File: src/rtl/mbt_pkg.sv
package mbt_pkg;

    localparam int AD_W = 32;
    localparam int BE_W = 4;

    localparam logic [3:0] CMD_IO_RD  = 4'b0010;
    localparam logic [3:0] CMD_IO_WR  = 4'b0011;
    localparam logic [3:0] CMD_MEM_RD = 4'b0110;
    localparam logic [3:0] CMD_MEM_WR = 4'b0111;
    localparam logic [3:0] CMD_DUAL   = 4'b1101;

    typedef enum logic [2:0] {
        ST_IDLE,
        ST_ADDR_HI,
        ST_RD_WAIT,
        ST_DATA,
        ST_HOLD,
        ST_IGNORE
    } tgt_state_t;

    typedef struct packed {
        logic valid;
        logic write;
        logic io;
    } cmd_info_t;

    function automatic cmd_info_t decode_cmd(input logic [3:0] code);
        cmd_info_t info;
        info = '0;
        unique case (code)
            CMD_IO_RD:  begin info.valid = 1'b1; info.io = 1'b1; end
            CMD_IO_WR:  begin info.valid = 1'b1; info.io = 1'b1; info.write = 1'b1; end
            CMD_MEM_RD: begin info.valid = 1'b1; end
            CMD_MEM_WR: begin info.valid = 1'b1; info.write = 1'b1; end
            default:    info = '0;
        endcase
        return info;
    endfunction

endpackage

File: src/rtl/mbt_decode.sv
module mbt_decode
    import mbt_pkg::*;
#(
    parameter logic [31:0] MEM_BASE = 32'h0001_0000,
    parameter logic [31:0] IO_BASE  = 32'h0000_0400,
    parameter int          WORDS    = 16,
    localparam int         IDXW     = $clog2(WORDS),
    localparam int         SH       = IDXW + 2
) (
    input  logic [AD_W-1:0] addr_lo,
    input  logic [AD_W-1:0] addr_hi,
    input  logic            dual,
    input  logic [BE_W-1:0] cmd,
    output logic            hit,
    output logic            is_write,
    output logic [IDXW-1:0] word
);

    cmd_info_t info;
    logic      mem_match;
    logic      io_match;

    always_comb begin
        info      = decode_cmd(cmd);
        mem_match = (addr_lo[AD_W-1:SH] == MEM_BASE[AD_W-1:SH]) &&
                    (!dual || (addr_hi == '0));
        io_match  = !dual && (addr_lo[AD_W-1:SH] == IO_BASE[AD_W-1:SH]);
        hit       = info.valid && (info.io ? io_match : mem_match);
        is_write  = info.write;
        word      = addr_lo[SH-1:2];
    end

endmodule

File: src/rtl/mbt_regfile.sv
module mbt_regfile
    import mbt_pkg::*;
#(
    parameter int  WORDS = 16,
    localparam int IDXW  = $clog2(WORDS)
) (
    input  logic            clk,
    input  logic            rst,
    input  logic            wr_en,
    input  logic [IDXW-1:0] wr_word,
    input  logic [BE_W-1:0] be_n,
    input  logic [AD_W-1:0] wdata,
    input  logic [IDXW-1:0] rd_word,
    output logic [AD_W-1:0] rdata
);

    logic [WORDS-1:0][AD_W-1:0] mem_q;
    logic [BE_W-1:0]            lane_we;

    for (genvar b = 0; b < BE_W; b++) begin : g_lane
        assign lane_we[b] = wr_en & ~be_n[b];
    end

    always_ff @(posedge clk) begin
        if (rst) begin
            mem_q <= '0;
        end else begin
            for (int b = 0; b < BE_W; b++) begin
                if (lane_we[b]) begin
                    mem_q[wr_word][8*b +: 8] <= wdata[8*b +: 8];
                end
            end
        end
    end

    assign rdata = mem_q[rd_word];

    assert_no_write_idle_R4: assert property (@(posedge clk) disable iff (rst)
        !wr_en |=> $stable(mem_q));

    assert_all_lanes_off_R4: assert property (@(posedge clk) disable iff (rst)
        (wr_en && (be_n == '1)) |=> $stable(mem_q));

endmodule

File: src/rtl/mux_bus_target.sv
module mux_bus_target
    import mbt_pkg::*;
#(
    parameter logic [31:0] MEM_BASE = 32'h0001_0000,
    parameter logic [31:0] IO_BASE  = 32'h0000_0400,
    parameter int          WORDS    = 16
) (
    input  logic        clk,
    input  logic        rst,
    input  logic        frame_i,
    input  logic [31:0] ad_i,
    output logic [31:0] ad_o,
    output logic        ad_oe_o,
    input  logic [3:0]  cbe_i,
    input  logic        irdy_i,
    output logic        trdy_o,
    output logic        stop_o,
    output logic        devsel_o
);

    localparam int              IDXW = $clog2(WORDS);
    localparam logic [IDXW-1:0] LAST = IDXW'(WORDS - 1);

    tgt_state_t      state_q;
    logic [31:0]     lo_q;
    logic [IDXW-1:0] word_q;
    logic            wr_q;

    logic [31:0]     dec_lo;
    logic [31:0]     dec_hi;
    logic            dec_dual;
    logic            dec_hit;
    logic            dec_wr;
    logic [IDXW-1:0] dec_word;
    logic [31:0]     rd_data;
    logic            phase_done;
    logic            at_last;

    always_comb begin
        dec_dual = (state_q == ST_ADDR_HI);
        dec_lo   = dec_dual ? lo_q : ad_i;
        dec_hi   = dec_dual ? ad_i : '0;
    end

    mbt_decode #(
        .MEM_BASE (MEM_BASE),
        .IO_BASE  (IO_BASE),
        .WORDS    (WORDS)
    ) u_decode (
        .addr_lo  (dec_lo),
        .addr_hi  (dec_hi),
        .dual     (dec_dual),
        .cmd      (cbe_i),
        .hit      (dec_hit),
        .is_write (dec_wr),
        .word     (dec_word)
    );

    assign phase_done = (state_q == ST_DATA) && irdy_i;
    assign at_last    = (word_q == LAST);

    mbt_regfile #(
        .WORDS   (WORDS)
    ) u_regs (
        .clk     (clk),
        .rst     (rst),
        .wr_en   (phase_done && wr_q),
        .wr_word (word_q),
        .be_n    (cbe_i),
        .wdata   (ad_i),
        .rd_word (word_q),
        .rdata   (rd_data)
    );

    always_ff @(posedge clk) begin
        if (rst) begin
            state_q <= ST_IDLE;
            lo_q    <= '0;
            word_q  <= '0;
            wr_q    <= 1'b0;
        end else begin
            unique case (state_q)
                ST_IDLE: begin
                    if (frame_i) begin
                        if (cbe_i == CMD_DUAL) begin
                            lo_q    <= ad_i;
                            state_q <= ST_ADDR_HI;
                        end else if (dec_hit) begin
                            word_q  <= dec_word;
                            wr_q    <= dec_wr;
                            state_q <= dec_wr ? ST_DATA : ST_RD_WAIT;
                        end else begin
                            state_q <= ST_IGNORE;
                        end
                    end
                end
                ST_ADDR_HI: begin
                    if (dec_hit) begin
                        word_q  <= dec_word;
                        wr_q    <= dec_wr;
                        state_q <= dec_wr ? ST_DATA : ST_RD_WAIT;
                    end else begin
                        state_q <= ST_IGNORE;
                    end
                end
                ST_RD_WAIT: state_q <= ST_DATA;
                ST_DATA: begin
                    if (irdy_i) begin
                        if (!frame_i)     state_q <= ST_IDLE;
                        else if (at_last) state_q <= ST_HOLD;
                        else              word_q  <= word_q + 1'b1;
                    end
                end
                ST_HOLD: begin
                    if (!frame_i) state_q <= ST_IDLE;
                end
                ST_IGNORE: begin
                    if (!frame_i && !irdy_i) state_q <= ST_IDLE;
                end
                default: state_q <= ST_IDLE;
            endcase
        end
    end

    always_comb begin
        devsel_o = (state_q == ST_RD_WAIT) || (state_q == ST_DATA) || (state_q == ST_HOLD);
        trdy_o   = (state_q == ST_DATA);
        stop_o   = ((state_q == ST_DATA) && at_last) || (state_q == ST_HOLD);
        ad_oe_o  = (state_q == ST_DATA) && !wr_q;
        ad_o     = ad_oe_o ? rd_data : '0;
    end

    assert_claim_after_frame_R2: assert property (@(posedge clk) disable iff (rst)
        $rose(devsel_o) |-> $past(frame_i));

    assert_read_wait_R5: assert property (@(posedge clk) disable iff (rst)
        ($rose(devsel_o) && !wr_q) |-> !trdy_o);

    assert_stall_hold_R6: assert property (@(posedge clk) disable iff (rst)
        (trdy_o && !irdy_i) |=> (trdy_o && $stable(word_q) && $stable(ad_o)));

    assert_burst_step_R7: assert property (@(posedge clk) disable iff (rst)
        (trdy_o && irdy_i && frame_i && !stop_o) |=> (word_q == $past(word_q) + 1'b1));

    assert_release_R8: assert property (@(posedge clk) disable iff (rst)
        (trdy_o && irdy_i && !frame_i) |=> (!devsel_o && !trdy_o && !stop_o && !ad_oe_o));

    assert_disconnect_hold_R9: assert property (@(posedge clk) disable iff (rst)
        (trdy_o && stop_o && irdy_i && frame_i) |=> (devsel_o && stop_o && !trdy_o));

    assert_drive_window_R11: assert property (@(posedge clk) disable iff (rst)
        ad_oe_o |-> (trdy_o && devsel_o));

endmodule

File: config.mk
export PLATFORM = sky130hd
export DESIGN_NAME = mux_bus_target
export DESIGN_NICKNAME = d
export VERILOG_FILES = /design/src/rtl/mbt_pkg.sv /design/src/rtl/mbt_decode.sv /design/src/rtl/mbt_regfile.sv /design/src/rtl/mux_bus_target.sv
export SDC_FILE = /design/constraint.sdc
export NUM_CORES = 1
export LEC_CHECK = 0
export ABC_AREA = 1
export BUFFER_PORTS_ARGS = -buffer_cell sky130_fd_sc_hd__buf_2
export CORE_MARGIN = 1
export CORE_UTILIZATION = 62
export CTS_CLUSTER_DIAMETER = 50
export DETAILED_ROUTE_END_ITERATION = 8
export HOLD_SLACK_MARGIN = 0.1
export MAX_ROUTING_LAYER = met4
export PLACE_DENSITY = 0.8
export SLEW_MARGIN = 5
export SYNTH_ARGS = -nofsm -noshare
export SYNTH_HDL_FRONTEND = slang
export SYNTH_SLANG_ARGS = --single-unit
File: constraint.sdc
create_clock -name clk -period 3.21 [get_ports clk]
set_input_delay 0.1605 -clock clk [delete_from_list [all_inputs] [get_ports clk]]
set_output_delay 0.1605 -clock clk [all_outputs]
set_load 0.005 [all_outputs]
==> results.py <==
metrics = {
    "clock_tree": {
        "cts.htree.levels": 2,
        "cts-root-buf": "clkbuf_16",
        "clkLatencyLatePin_ps": 620,
        "cts_buffers": 56,
        "cts.sinks": 550,
        "cts_setup_buffers": 0,
        "ctsHoldBuffers": 36,
        "clk_path_buf_depth": 3,
        "cts_resized": 0,
        "cts_tree": "done",
        "path_clk_slew_ps": 60,
    },
    "drt": {
        "wl_per_cell_um": 19.18,
        "drt-vias-per-instance": 6.168,
        "routed_wl_um": 72890,
        "drcViolationCount": 0,
        "drt_first_pass_iters": 6,
        "drtIter0Drc": 2863,
        "antenna_left": 0,
        "vias": 23445,
    },
    "setup_path": {
        "crit_fanout": 24,
        "cp.required_ps": 3050,
        "worst_setup_path_end_kind": "primary output",
        "cp.arrival_ps": 2900,
        "r2r_setup_slack_ps": 510,
        "worst-setup-path-type": "reg2out",
        "start_kind": "register",
    },
    "synth": {
        "synth_xor_area_share_pct": 0,
        "netlist_area_um2": 24190,
        "synth_edf_count": 0,
        "async_flop_share_pct": 0,
        "synth-seq-area-share_pct": 45.52,
        "synth_cells": 3333,
        "synth_compound_area_share_pct": 28.17,
        "syn_area_per_cell_um2": 7.258,
        "ys_types": 35,
        "synth_top_family_by_area": "compound AO/OA/AOI/OAI gates",
        "yosysWarningCount": 0,
        "yosys_register_bits": 550,
        "syn_nets": 3377,
        "synth-adder-area-share_pct": 0.2069,
        "synth_ff_type": "dfxtp_1",
        "muxShareOfSynthArea_pct": 0,
        "synth-simple-area-share_pct": 18.39,
    },
    "timing": {
        "rsz0062_at_grt": "no",
        "setup_tns_ps": 0,
        "post-route-min-period_ps": 3063,
        "finalSetupViolCount": 0,
        "relSlewSlack_pct": 29.82,
        "timing.final.crit_share_pct": 95.41,
        "slew_viol_final": 0,
        "fmax_mhz": 326.5,
        "fin_skew_ps": 17.67,
        "worst_slew_pin_slew_ps": 1052,
        "final-hold-violation-count": 0,
    },
    "grt": {
        "use_met2_pct": 55.83,
        "antenna_found_initial": 0,
        "grt_usage_pct": 37.12,
        "grt_use_met3_pct": 5.873,
        "grt_max_degree": 167,
        "grt_busiest_layer": "met2",
        "grt_pass1_vias": 21722,
        "grt_pass1_wl_um": 114300,
        "grt_overflow": 0,
        "met1_usage_pct": 49.71,
    },
    "power": {
        "ir_drop_uv": 456.9,
        "p_leak_nw": 11.10,
        "power_density_nw_per_um2": 534.5,
    },
    "layout": {
        "layout.cells.non_filler": 3801,
        "num_antenna_cells": 0,
        "layout.nets": 3290,
        "nFillCells": 3167,
        "drive_gt1_share_pct": 7.964,
        "area.sequential_um2": 11020,
        "syn2layout_area_growth_pct": 9.331,
        "multi_input_area_um2": 11320,
    },
    "placed_design": {
        "dp_hpwl_um": 44190,
        "gp_congestion": 0.9580,
        "dp_cells": 3663,
        "io_buffers": 75,
    },
    "flow_run": {
        "maxCapViolCount": 0,
    },
    "floorplan": {
        "rows": 71,
        "dieHeight_um": 199.5,
        "start_util_pct": 63.62,
        "die_w_um": 199.5,
        "core_area_um2": 38020,
        "io-pin-count": 76,
        "design.die.area_um2": 39810,
    },
    "status": {
        "status": "finished clean",
    },
    "min_path": {
        "min-delay-path-class": "in2reg",
    },
}
-- per-layer routing --
layer	wire length [um]	share of wire [%]
met5	0	0
met4	2446	3.4
met3	7675	11
met2	32200	44
met1	30570	42
-- stage by stage --
step / power [W] / hold WS, ps / setup WS (ps) / cell area (um^2) / utilization, %
global placement: 0.007481 / 431.4 / 652.3 / 24190 / 63.63
global route: 0.01447 / 155.5 / 32.89 / 26450 / 69.56
finish: 0.01414 / 134.3 / 147.3 / 26450 / 69.56
CTS: 0.01413 / 111.4 / 188.0 / 26450 / 69.56
detailed placement: 0.007484 / 438.3 / 631.7 / 24190 / 63.63
floorplan: 0.007318 / 229.6 / 799.8 / 24190 / -
-- where the power goes --
part,switching (W),internal (W),total (W)
clock,0.00278,0.00397,0.00675
sequential,0.0000123,0.00684,0.00685
combinational,0.000401,0.000140,0.000540
-- logic make-up after synthesis --
kind of cell    count (synthesis)
compound gates               1301
simple gates                 1051
flops                         550
buf+inv                       427
fa+ha+maj                       4
-- worst paths after layout --
kind,start,endpoint,cells past startpoint
setup / recovery,state_q[2],ad_o[7],9
setup reg to reg,state_q[2],u_regs.mem_q[417],12
hold reg to reg,lo_q[17],lo_q[17],2
hold / removal,cbe_i[2],state_q[0],7
-- synthesized netlist by cell type (2+ instances only) --
cell	instances	area, um^2
nand3_1	13	65.06
nand4_1	5	31.28
buf_6	17	191.4
buf_12	2	40.04
o21ai_1	54	270.3
nor2_4	13	146.4
clkinv_1	11	41.29
buf_4	15	112.6
ha_1	4	50.05
buf_1	14	52.55
inv_2	12	45.04
buf_2	37	185.2
a41oi_1	32	280.3
nand2_1	186	698.2
nor3_1	4	20.02
a21oi_1	326	1632
nor2_8	20	400.4
nor2_2	13	81.33
clkbuf_1	196	735.7
o22ai_1	129	807.0
dfxtp_1	550	11010
o21ai_0	754	3774
inv_1	122	457.9
nor2_1	793	2977
-- final cells by class --
type                    count  area share [%]
well taps                 511           2.417
clock buffers              78           6.070
repair buffers            136           3.822
multi-input cells        2356           42.81
flip-flops and latches    550           41.66
inverters                 146           2.134
clock inverters            24           1.088
-- worst max-delay path, stage by stage, from the launching register on --
cell	delay, ps
dfxtp_1	450
inv_2	80
nand2_2	170
nor2_8	60
inv_2	90
nor2_1	80
inv_1	770
buf_4	360
a41oi_1	80
buf_2	150
-- state kept, by name (all words and copies together) (netlist names) --
signal and count:
word_q 4, lo_q 30, state_q 3, u_regs.mem_q 512, wr_q 1
-- layout by cell type, fill, tap and decap left out, types with 54 or more instances in the layout --
master / count
o21ai_1: 54
inv_1: 121
o21ai_0: 754
clkbuf_16: 57
buf_2: 75
a21oi_1: 326
dfxtp_1: 548
nor2_1: 790
o22ai_1: 129
nand2_1: 185
Note: power is estimated with default switching activity, not from simulation.
